==> src/rtl/pd_tx_pkg.sv <==
// Shared types for the power-delivery transmit arbiter.
// Assumes: 3-bit message IDs, three transmit kinds.
package pd_tx_pkg;
    localparam int ID_W = 3;

    typedef enum logic [2:0] {
        ST_IDLE      = 3'd0,
        ST_SEND_MSG  = 3'd1,
        ST_SEND_ACK  = 3'd2,
        ST_HRST      = 3'd3,
        ST_AWAIT_ACK = 3'd4
    } tx_state_e;

    typedef enum logic [1:0] {
        KIND_MSG  = 2'd0,
        KIND_ACK  = 2'd1,
        KIND_HRST = 2'd2
    } tx_kind_e;
endpackage

==> src/rtl/pd_tx_pending.sv <==
// Holds pending GoodCRC and upper-layer requests plus the ID of the latest
// upper-layer request. The effective outputs include requests that arrive in
// the current cycle, so idle can start them without waiting a cycle.
// Assumes: the clear inputs act only on requests reported as effective.
module pd_tx_pending #(
    parameter int ID_W = 3
) (
    input  logic            clk,
    input  logic            rst_n,
    input  logic            ack_req_i,
    input  logic            msg_req_i,
    input  logic [ID_W-1:0] msg_id_i,
    input  logic            clr_ack_i,
    input  logic            clr_msg_i,
    input  logic            clr_all_i,
    output logic            eff_ack_o,
    output logic            eff_msg_o,
    output logic [ID_W-1:0] eff_id_o
);
    logic            pend_ack_q;
    logic            pend_msg_q;
    logic [ID_W-1:0] id_q;

    // Merge stored and newly arriving requests.
    always_comb begin
        eff_ack_o = pend_ack_q | ack_req_i;
        eff_msg_o = pend_msg_q | msg_req_i;
        eff_id_o  = msg_req_i ? msg_id_i : id_q;
    end

    // Update pending flags; a global clear wins over everything.
    always_ff @(posedge clk) begin
        if (!rst_n) begin
            pend_ack_q <= 1'b0;
            pend_msg_q <= 1'b0;
        end else if (clr_all_i) begin
            pend_ack_q <= 1'b0;
            pend_msg_q <= 1'b0;
        end else begin
            pend_ack_q <= eff_ack_o & ~clr_ack_i;
            pend_msg_q <= eff_msg_o & ~clr_msg_i;
        end
    end

    // Capture the ID of each new upper-layer request.
    always_ff @(posedge clk) begin
        if (!rst_n)         id_q <= '0;
        else if (msg_req_i) id_q <= msg_id_i;
    end

    // A start may only clear a request that was actually pending.
    assert_clear_valid_R2: assert property (@(posedge clk) disable iff (!rst_n)
        (clr_ack_i |-> eff_ack_o) and (clr_msg_i |-> eff_msg_o));
endmodule

==> src/rtl/pd_tx_retry.sv <==
// Counts retransmissions of the current upper-layer message and flags when
// the limit is reached. Assumes: clear and increment are never asserted together.
module pd_tx_retry #(
    parameter int RETRY_MAX = 2
) (
    input  logic clk,
    input  logic rst_n,
    input  logic clr_i,
    input  logic inc_i,
    output logic exhausted_o
);
    localparam int CNT_W = $clog2(RETRY_MAX + 1);

    logic [CNT_W-1:0] cnt_q;

    // Limit reached flag.
    assign exhausted_o = (cnt_q >= CNT_W'(RETRY_MAX));

    // Retry count register.
    always_ff @(posedge clk) begin
        if (!rst_n)     cnt_q <= '0;
        else if (clr_i) cnt_q <= '0;
        else if (inc_i) cnt_q <= cnt_q + 1'b1;
    end

    assert_no_inc_past_limit_R5: assert property (@(posedge clk) disable iff (!rst_n)
        inc_i |-> !exhausted_o);
    assert_count_bound_R5: assert property (@(posedge clk) disable iff (!rst_n)
        cnt_q <= CNT_W'(RETRY_MAX));
endmodule

==> src/rtl/pd_tx_ack_timer.sv <==
// Acknowledge-wait timer. Counts cycles while run_i is high and flags expiry
// in the cycle the TMO_CYC-th edge will be taken; cleared whenever not running.
// Assumes: TMO_CYC >= 1 and the caller leaves the wait state on expiry.
module pd_tx_ack_timer #(
    parameter int unsigned TMO_CYC = 16000
) (
    input  logic clk,
    input  logic rst_n,
    input  logic run_i,
    output logic expired_o
);
    localparam int CNT_W = $clog2(TMO_CYC + 1);

    logic [CNT_W-1:0] cnt_q;

    // Expiry when the last cycle of the window is reached.
    assign expired_o = run_i && (cnt_q == CNT_W'(TMO_CYC - 1));

    // Cycle counter, stopped and cleared outside the wait state.
    always_ff @(posedge clk) begin
        if (!rst_n)                    cnt_q <= '0;
        else if (run_i && !expired_o)  cnt_q <= cnt_q + 1'b1;
        else                           cnt_q <= '0;
    end
endmodule

==> src/rtl/pd_tx_fsm.sv <==
// Transmit state machine: chooses the source, issues start strobes, handles
// PHY completion, acknowledge matching, retry and reporting. All outputs to
// the block's edge are registered.
// Assumes: hard reset requests have top priority over every other input.
module pd_tx_fsm
    import pd_tx_pkg::*;
#(
    parameter int IDW = 3
) (
    input  logic           clk,
    input  logic           rst_n,
    input  logic           hrst_req_i,
    input  logic           eff_ack_i,
    input  logic           eff_msg_i,
    input  logic [IDW-1:0] eff_id_i,
    input  logic           phy_sent_i,
    input  logic           phy_fail_i,
    input  logic           phy_hr_done_i,
    input  logic           phy_hr_fail_i,
    input  logic           rx_ack_i,
    input  logic [IDW-1:0] rx_ack_id_i,
    input  logic           retry_exh_i,
    input  logic           timeout_i,
    output logic           timer_run_o,
    output logic           clr_ack_o,
    output logic           clr_msg_o,
    output logic           clr_all_o,
    output logic           retry_clr_o,
    output logic           retry_inc_o,
    output logic           start_o,
    output logic [1:0]     start_kind_o,
    output logic           done_ok_o,
    output logic           done_fail_o
);
    tx_state_e      st_q, st_d;
    logic [IDW-1:0] id_q;
    logic           id_load;
    logic           start_d, ok_d, fail_d;
    tx_kind_e       kind_d, kind_q;
    logic           ack_match;

    assign timer_run_o  = (st_q == ST_AWAIT_ACK);
    assign ack_match    = rx_ack_i && (rx_ack_id_i == id_q);
    assign start_kind_o = kind_q;

    // Next-state and action decode.
    always_comb begin
        st_d        = st_q;
        start_d     = 1'b0;
        kind_d      = KIND_MSG;
        ok_d        = 1'b0;
        fail_d      = 1'b0;
        clr_ack_o   = 1'b0;
        clr_msg_o   = 1'b0;
        clr_all_o   = 1'b0;
        retry_clr_o = 1'b0;
        retry_inc_o = 1'b0;
        id_load     = 1'b0;
        if (hrst_req_i) begin
            st_d    = ST_HRST;
            start_d = 1'b1;
            kind_d  = KIND_HRST;
        end else begin
            unique case (st_q)
                ST_IDLE: begin
                    if (eff_ack_i) begin
                        st_d        = ST_SEND_ACK;
                        start_d     = 1'b1;
                        kind_d      = KIND_ACK;
                        clr_ack_o   = 1'b1;
                        retry_clr_o = 1'b1;
                    end else if (eff_msg_i) begin
                        st_d        = ST_SEND_MSG;
                        start_d     = 1'b1;
                        kind_d      = KIND_MSG;
                        clr_msg_o   = 1'b1;
                        retry_clr_o = 1'b1;
                        id_load     = 1'b1;
                    end
                end
                ST_SEND_MSG: begin
                    if (phy_sent_i) begin
                        st_d = ST_AWAIT_ACK;
                    end else if (phy_fail_i) begin
                        if (!retry_exh_i) begin
                            start_d     = 1'b1;
                            retry_inc_o = 1'b1;
                        end else begin
                            st_d   = ST_IDLE;
                            fail_d = 1'b1;
                        end
                    end
                end
                ST_SEND_ACK: begin
                    if (phy_sent_i || phy_fail_i) st_d = ST_IDLE;
                end
                ST_AWAIT_ACK: begin
                    if (ack_match) begin
                        st_d = ST_IDLE;
                        ok_d = 1'b1;
                    end else if (rx_ack_i || timeout_i) begin
                        if (!retry_exh_i) begin
                            st_d        = ST_SEND_MSG;
                            start_d     = 1'b1;
                            retry_inc_o = 1'b1;
                        end else begin
                            st_d   = ST_IDLE;
                            fail_d = 1'b1;
                        end
                    end
                end
                ST_HRST: begin
                    if (phy_hr_done_i || phy_hr_fail_i) begin
                        st_d        = ST_IDLE;
                        clr_all_o   = 1'b1;
                        retry_clr_o = 1'b1;
                    end
                end
                default: st_d = ST_IDLE;
            endcase
        end
    end

    // State and registered strobes.
    always_ff @(posedge clk) begin
        if (!rst_n) begin
            st_q        <= ST_IDLE;
            start_o     <= 1'b0;
            kind_q      <= KIND_MSG;
            done_ok_o   <= 1'b0;
            done_fail_o <= 1'b0;
        end else begin
            st_q        <= st_d;
            start_o     <= start_d;
            kind_q      <= kind_d;
            done_ok_o   <= ok_d;
            done_fail_o <= fail_d;
        end
    end

    // Latch the message ID for acknowledge matching.
    always_ff @(posedge clk) begin
        if (!rst_n)       id_q <= '0;
        else if (id_load) id_q <= eff_id_i;
    end

    assert_single_report_R4: assert property (@(posedge clk) disable iff (!rst_n)
        !(done_ok_o && done_fail_o));
    assert_ok_needs_match_R4: assert property (@(posedge clk) disable iff (!rst_n)
        done_ok_o |-> $past(rx_ack_i) && ($past(rx_ack_id_i) == $past(id_q)));
    assert_fail_needs_limit_R5: assert property (@(posedge clk) disable iff (!rst_n)
        done_fail_o |-> $past(retry_exh_i));
    assert_timeout_in_wait_R7: assert property (@(posedge clk) disable iff (!rst_n)
        timeout_i |-> (st_q == ST_AWAIT_ACK));
endmodule

==> src/rtl/pd_tx_arbiter.sv <==
// Top level of the power-delivery transmit arbiter: request holding, retry
// counting, acknowledge timer and the control state machine.
// Assumes: CLK_FREQ_HZ * ACK_TIMEOUT_US >= 1e6 (at least one timer cycle).
module pd_tx_arbiter
    import pd_tx_pkg::*;
#(
    parameter int unsigned CLK_FREQ_HZ    = 16_000_000,
    parameter int unsigned ACK_TIMEOUT_US = 1000,
    parameter bit          PD_REV3        = 1'b1
) (
    input  logic            clk,
    input  logic            rst_n,
    input  logic            msg_req_i,
    input  logic [ID_W-1:0] msg_id_i,
    input  logic            ack_req_i,
    input  logic            hrst_req_i,
    input  logic            phy_sent_i,
    input  logic            phy_fail_i,
    input  logic            phy_hr_done_i,
    input  logic            phy_hr_fail_i,
    input  logic            rx_ack_i,
    input  logic [ID_W-1:0] rx_ack_id_i,
    output logic            start_o,
    output logic [1:0]      start_kind_o,
    output logic            done_ok_o,
    output logic            done_fail_o
);
    localparam longint unsigned TMO_L =
        (longint'(CLK_FREQ_HZ) * longint'(ACK_TIMEOUT_US)) / 64'd1_000_000;
    localparam int unsigned TMO_CYC   = (TMO_L == 0) ? 1 : int'(TMO_L);
    localparam int          RETRY_MAX = PD_REV3 ? 2 : 3;

    logic            eff_ack, eff_msg;
    logic [ID_W-1:0] eff_id;
    logic            clr_ack, clr_msg, clr_all;
    logic            retry_clr, retry_inc, retry_exh;
    logic            timer_run, timeout;

    pd_tx_pending #(.ID_W(ID_W)) u_pending (
        .clk       (clk),
        .rst_n     (rst_n),
        .ack_req_i (ack_req_i),
        .msg_req_i (msg_req_i),
        .msg_id_i  (msg_id_i),
        .clr_ack_i (clr_ack),
        .clr_msg_i (clr_msg),
        .clr_all_i (clr_all),
        .eff_ack_o (eff_ack),
        .eff_msg_o (eff_msg),
        .eff_id_o  (eff_id)
    );

    pd_tx_retry #(.RETRY_MAX(RETRY_MAX)) u_retry (
        .clk         (clk),
        .rst_n       (rst_n),
        .clr_i       (retry_clr),
        .inc_i       (retry_inc),
        .exhausted_o (retry_exh)
    );

    pd_tx_ack_timer #(.TMO_CYC(TMO_CYC)) u_timer (
        .clk       (clk),
        .rst_n     (rst_n),
        .run_i     (timer_run),
        .expired_o (timeout)
    );

    pd_tx_fsm #(.IDW(ID_W)) u_fsm (
        .clk           (clk),
        .rst_n         (rst_n),
        .hrst_req_i    (hrst_req_i),
        .eff_ack_i     (eff_ack),
        .eff_msg_i     (eff_msg),
        .eff_id_i      (eff_id),
        .phy_sent_i    (phy_sent_i),
        .phy_fail_i    (phy_fail_i),
        .phy_hr_done_i (phy_hr_done_i),
        .phy_hr_fail_i (phy_hr_fail_i),
        .rx_ack_i      (rx_ack_i),
        .rx_ack_id_i   (rx_ack_id_i),
        .retry_exh_i   (retry_exh),
        .timeout_i     (timeout),
        .timer_run_o   (timer_run),
        .clr_ack_o     (clr_ack),
        .clr_msg_o     (clr_msg),
        .clr_all_o     (clr_all),
        .retry_clr_o   (retry_clr),
        .retry_inc_o   (retry_inc),
        .start_o       (start_o),
        .start_kind_o  (start_kind_o),
        .done_ok_o     (done_ok_o),
        .done_fail_o   (done_fail_o)
    );

    assert_hrst_preempts_R9: assert property (@(posedge clk) disable iff (!rst_n)
        hrst_req_i |=> start_o && (start_kind_o == 2'd2));
    assert_kind_legal_R3: assert property (@(posedge clk) disable iff (!rst_n)
        start_o |-> (start_kind_o != 2'd3));
endmodule

==> config.mk <==
export PLATFORM = sky130hd
export DESIGN_NAME = pd_tx_arbiter
export DESIGN_NICKNAME = d
export VERILOG_FILES = /design/src/rtl/pd_tx_pkg.sv /design/src/rtl/pd_tx_pending.sv /design/src/rtl/pd_tx_retry.sv /design/src/rtl/pd_tx_ack_timer.sv /design/src/rtl/pd_tx_fsm.sv /design/src/rtl/pd_tx_arbiter.sv
export SDC_FILE = /design/constraint.sdc
export NUM_CORES = 1
export LEC_CHECK = 0
export BUFFER_PORTS_ARGS = -buffer_cell sky130_fd_sc_hd__buf_2
export CORE_MARGIN = 10
export CORE_UTILIZATION = 55
export DETAILED_ROUTE_END_ITERATION = 6
export PLACE_DENSITY = 0.89
export SLEW_MARGIN = 25
export SYNTH_ARGS = -nofsm -noshare
export SYNTH_HDL_FRONTEND = slang
export SYNTH_SLANG_ARGS = --single-unit
==> constraint.sdc <==
create_clock -name clk -period 2.2 [get_ports clk]
set_clock_uncertainty 0.15 [all_clocks]
set_input_delay 0.33 -clock clk [delete_from_list [all_inputs] [get_ports clk]]
set_output_delay 0.33 -clock clk [all_outputs]
set_load 0.05 [all_outputs]
* Word level (Yosys, flattened, before mapping)
Index checks and enable logic that the tools add are counted.
Widths: inputs -> output; s select.
** Storage, ports and cells
- Flip-flop bits (word level) :: 32
- Bits of input ports :: 16
- Output and inout bits :: 5
- Word-level logic and storage cells :: 104
** Cells by class
- Add/subtract/negate cells :: 2
- Order comparisons :: 1
- Equality and inequality tests :: 18
- Mux-type cells :: 45
- Bitwise gates (word level) :: 9
- Reductions and logical operators :: 16
** Operator list (number)
- $mux 3 :: 10
- $mux 1 :: 27
- $pmux 3 s5 :: 1
- $add 14x1->14 const B :: 1
- $eq 14x14->1 const B :: 1
- $reduce_and 6->1 :: 2
- $ne 3x2->1 const B :: 3
- $ne 4x4->1 const B :: 2
- $eq 3x2->1 const B :: 2
- $mux 2 :: 3
- $ne 3x3->1 const B :: 2
- $pmux 1 s2 :: 3
- $reduce_or 2->1 :: 3
- $reduce_or 3->1 :: 2
- $not 1->1 :: 5
- $ne 2x1->1 const B :: 2
- $ne 4x2->1 const B :: 1
- $ne 4x3->1 const B :: 1
- $eq 3x1->1 const B :: 1
- $eq 3x3->1 :: 1
- $eq 3x3->1 const B :: 1
- $logic_and 1x1->1 :: 3
- $logic_not 3->1 :: 1
- $logic_or 1x1->1 :: 3
- other kinds (8) :: 10

* Logic depth before layout (Yosys ltp)
- Depth in word-level cells :: 7
- Depth in mapped cells :: 7

* Cells and area by module
From an unflattened synthesis, not the netlist that was laid out.
** Second synthesis, totals
- Cells, all modules :: 166
- Area total of the unflattened synthesis :: 1582.8 µm²
** Modules (own cells, without submodules)
- pd_tx_fsm :: times used 1, cells each 76, area an instance 651.9 µm²
- pd_tx_ack_timer :: times used 1, cells each 64, area an instance 620.6 µm²
- pd_tx_pending :: times used 1, cells each 16, area an instance 205.2 µm²
- pd_tx_retry :: times used 1, cells each 10, area an instance 105.1 µm²

* Least setup slack after synthesis
Ideal clock, no wire load.
- Path kind :: register to register
- From :: reg u_timer.cnt_q[0]
- To :: reg u_retry.cnt_q[0]
- Setup time :: 59 ps
- Arrival :: 1747 ps
- Slack :: 244 ps
- Cell stages (with the launch flop) :: 7
- Buffers on the path :: 0
- Period minus slack after synthesis :: 1956 ps
- Cell sequence :: dfxtp_1 > ha_1 > nand4_2 > o41ai_2 > a32oi_1 > or4b_1 > nand2_1
** Between the ends
- Cells in the longest elaborated chain, start to end :: 7
** RTL lines
- start, declared :: line pd_tx_ack_timer.sv:14 : logic [CNT_W-1:0] cnt_q;
- start signal, assigned :: line pd_tx_ack_timer.sv:22 : else if (run_i && !expired_o) cnt_q <= cnt_q + 1'b1;
- $eq 14x14->1 :: line pd_tx_ack_timer.sv:17 : assign expired_o = run_i && (cnt_q == CNT_W'(TMO_CYC - 1));
- $logic_and 1x1->1 :: line pd_tx_ack_timer.sv:17
- $logic_or 1x1->1 :: line pd_tx_fsm.sv:101 : end else if (rx_ack_i || timeout_i) begin
- $mux 1 :: line pd_tx_fsm.sv:101
- $mux 1 :: line pd_tx_fsm.sv:98 : if (ack_match) begin
- $pmux 1 s2 :: line pd_tx_fsm.sv:64 : unique case (st_q)
- $mux 1 :: line pd_tx_fsm.sv:59 : if (hrst_req_i) begin
- end signal, assigned :: line pd_tx_retry.sv:23 : else if (inc_i) cnt_q <= cnt_q + 1'b1;
- end, declared :: line pd_tx_retry.sv:14 : logic [CNT_W-1:0] cnt_q;
No other way between the ends.
A chain may end at the register's enable or synchronous reset.

* Worst setup path after layout
- From :: reg u_retry.cnt_q[0]
- To :: reg u_retry.cnt_q[0]
** Between the ends
- Cells in the longest elaborated chain, start to end :: 6
- Elaborated cells between the ends (all ways) :: 9
- Those cells by class :: add/sub (1); order compare (1); mux (7)
** RTL lines
- $ge 2x2->1 :: line pd_tx_retry.sv:17 : assign exhausted_o = (cnt_q >= CNT_W'(RETRY_MAX));
- $mux 1 :: line pd_tx_fsm.sv:85, pd_tx_fsm.sv:102
- $mux 1, on equally long branches :: line pd_tx_fsm.sv:101, pd_tx_fsm.sv:84
- $mux 1, on equally long branches :: line pd_tx_fsm.sv:98, pd_tx_fsm.sv:82
- $pmux 1 s2 :: line pd_tx_fsm.sv:64
- $mux 1 :: line pd_tx_fsm.sv:59
Several ways; a longest one is shown, not always the timed one.

==> impl_metrics.yaml <==
status:
  status: "complete, no violations"
clocking:
  clock-sinks: 32
  clockRootBuffer: "clkbuf_4"
  numCtsBuffers: 5
  clkLatencyLatePin_ps: 340
  path_clk_slew_ps: 110
  holdBufCountCts: 0
  cts_tree: "done"
  clockBufferDepth: 2
  post_cts_buffers: 0
  htreeDepth: 2
logic_synthesis:
  synth.top_cell.area_share_pct: 43.80
  ys_warn_count: 0
  syn_avg_cell_area_um2: 8.973
  synthCells: 163
  netlist_area_um2: 1463
  synth-main-ff-cell: "dfxtp_1"
  ys_types: 42
  yosys.area.top_type: "dfxtp_1"
  synth_edf_count: 0
  async_flop_share_pct: 0
  seq_area_frac_synth_pct: 43.80
  syn_nets: 181
  synthTopCellsByArea: "dfxtp_1 (44%), nor2_1 (8.5%), xnor2_1 (6.0%), nor3_1 (3.8%), xor2_1 (3.6%)"
  ys_ff_latch: 32
critical_path:
  path_delay_family: "simple AND/OR/NAND/NOR gates"
  crit_path_start_kind: "register"
  crit_type: "reg -> reg"
  max_stage_delay_ps: 510
  critPathBufInv: 2
  endpoint_kind: "register"
  crit_arrival_ps: 2170
  path_common_cell: "inv_1"
  cp_max_fo: 3
  worst_r2r_path_depth: 7
  crit_slowest_cell: "or4b_1"
  reg2reg_to: "u_retry.cnt_q[0]$_SDFFE_PP0P_"
  r2r-start: "u_retry.cnt_q[0]$_SDFFE_PP0P_"
  critPathRequiredTime_ps: 2330
  startpoint: "u_retry.cnt_q[0]$_SDFFE_PP0P_"
  worstPathCellList: "inv_1 -> ha_1 -> or2_2 -> nor4_1 -> inv_1 -> or4b_1 -> nand2_1"
  reg2reg_slack_ps: 160
floorplanning:
  fp.dieW_um: 71.57
  rows: 18
  ioPinCount: 21
  die_h_um: 71.57
  core-area_um2: 2500
  start_util_pct: 58.51
  die_area_um2: 5122
layout:
  regArea_um2: 640.6
  finalNonFillerCells: 217
  multiInputGateArea_um2: 773.2
  drive_above_1_share_pct: 20.86
  area_growth_pct: 13.60
  fill_cells: 210
  fin_util_pct: 66.47
  antennaDiodeCount: 0
  nets: 204
timing:
  worst_slack_ps: 164.8
  finalHoldViolCount: 0
  finalCriticalPeriod_ps: 2035
  max_slew_margin_pct: 68.56
  min_period_over_period_pct: 92.51
  rsz0062_at_grt: "false"
  timing.final.max_slew_violations: 0
  max_freq_ghz: 0.4914
  worst_pin_slew_ps: 467.6
  setup_viol: 0
  fin_hold_ws_ps: 108.2
  fin_tns_setup_ps: 0
grt:
  grt_pass1_vias: 1310
  antenna_found_initial: 0
  grt_max_degree: 14
  grt_pass1_wl_um: 5285
  grtUsageTotal_pct: 12.46
  grt_overflow: 0
placed_design:
  dp_slack_ps: 140.6
  place_inst: 209
  dpl.hpwl_um: 2361
  routabilityCongestion: 0.9009
  io_buffers: 20
drt:
  postRouteAntennaNets: 0
  drtIter0Drc: 49
  drt_wl_total_um: 3016
  viasPerCell: 5.806
  wl_per_cell_um: 13.90
  route.vias.total: 1260
  drc: 0
  detail_route.first_pass.iterations: 4
power:
  p_leak_nw: 0.6237
  power_density_nw_per_um2: 722.2
  ir_drop_mv: 0.6057
hold_path:
  hp-start: "msg_id_i[1]"
  hold_depth: 3
  hold_path_class: "in -> reg"
  holdPathEnd: "u_pending.id_q[1]$_SDFF_PN0_"
flow_run:
  max_cap_viol_count: 0
==> flip-flops by register name (all words and copies together) (netlist names), 2 cells and up <==
signal	cells
u_fsm.st_q	3
u_retry.cnt_q	2
u_timer.cnt_q	14
u_fsm.start_kind_o	2
u_fsm.id_q	3
u_pending.id_q	3
==> cell usage after synthesis, drive strengths merged, types with 4 or more instances <==
library cell / number
nor3: 11
nand3: 6
dfxtp: 32
inv: 5
nand4: 5
nand2: 6
nor2: 33
xnor2: 10
a21oi: 5
a211oi: 4
xor2: 6
==> cells by family after synthesis <==
logic type / count (synthesis) / synth area share, %
simple gates: 80 / 29.43
flops: 32 / 43.80
compound gates: 19 / 9.924
xor+xnor: 16 / 9.581
buf+inv: 11 / 3.507
mux: 3 / 2.053
fa+ha+maj: 2 / 1.711
==> cell usage in the layout (no fill, tap or decap), types with 2 or more instances in the layout <==
| master | count |
|---|---|
| inv_1 | 5 |
| dfxtp_1 | 32 |
| a211oi_1 | 4 |
| and2_1 | 2 |
| and3_1 | 2 |
| nor2_1 | 33 |
| nor4_1 | 3 |
| clkbuf_4 | 5 |
| a21oi_1 | 4 |
| nand4_1 | 4 |
| mux2i_1 | 3 |
| nand2_1 | 6 |
| nand3_1 | 6 |
| nor3_1 | 11 |
| xnor2_1 | 10 |
| o22ai_1 | 2 |
| buf_2 | 20 |
| nand2b_1 | 2 |
| xor2_1 | 6 |
==> worst min-delay path: stages <==
cell and delay, ps:
buf_2 70, mux2i_1 80, nor2_1 90
==> report_power, final <==
group / leakage [nW] / switching, mW / internal [mW]
combinational: 0.322 / 0.0798 / 0.0590
sequential: 0.260 / 0.0169 / 0.598
clock: 0.0412 / 0.210 / 0.237
total: 0.624 / 0.306 / 0.893
==> what timing repair did <==
action,CTS,global route
resized for setup,0,1
hold endpoints to repair,0,0
setup endpoints to repair,0,8
==> layout make-up <==
type,count,area share (%)
Multi-Input combinational cell,120,46.54
Sequential cell,32,38.55
Timing Repair Buffer,21,6.476
Clock inverter,3,2.560
Clock buffer,5,2.259
Tap cell,30,2.259
Inverter,6,1.355
==> metrics by stage <==
step | total power [mW] | instance area (um2)
3_3_place_gp | 0.7591 | 1579
6_report | 1.200 | 1662
3_5_place_dp | 0.7657 | 1579
2_1_floorplan | 0.7294 | 1463
4_1_cts | 1.210 | 1659
5_1_grt | 1.258 | 1662
==> how the worst max path moves through the flow <==
stage	slack (ps)	cells after the start	to
after floorplan	240	6	u_retry.cnt_q[0]$_SDFFE_PP0P_
after global placement	240	6	u_retry.cnt_q[0]$_SDFFE_PP0P_
after detailed placement	140	6	u_retry.cnt_q[0]$_SDFFE_PP0P_
after CTS	130	6	u_retry.cnt_q[0]$_SDFFE_PP0P_
after global routing	10	7	u_retry.cnt_q[1]$_SDFFE_PP0P_
final	160	7	u_retry.cnt_q[0]$_SDFFE_PP0P_
==> routing by layer <==
metal	up-vias	part of all wire, %	global-route usage (%)
li1	617	-	-
met1	600	42	12.37
met2	35	52	21.76
met3	8	4.7	5.096
met4	0	1.7	6.452
met5	-	0	0
Note: power is estimated with default switching activity, not from simulation.
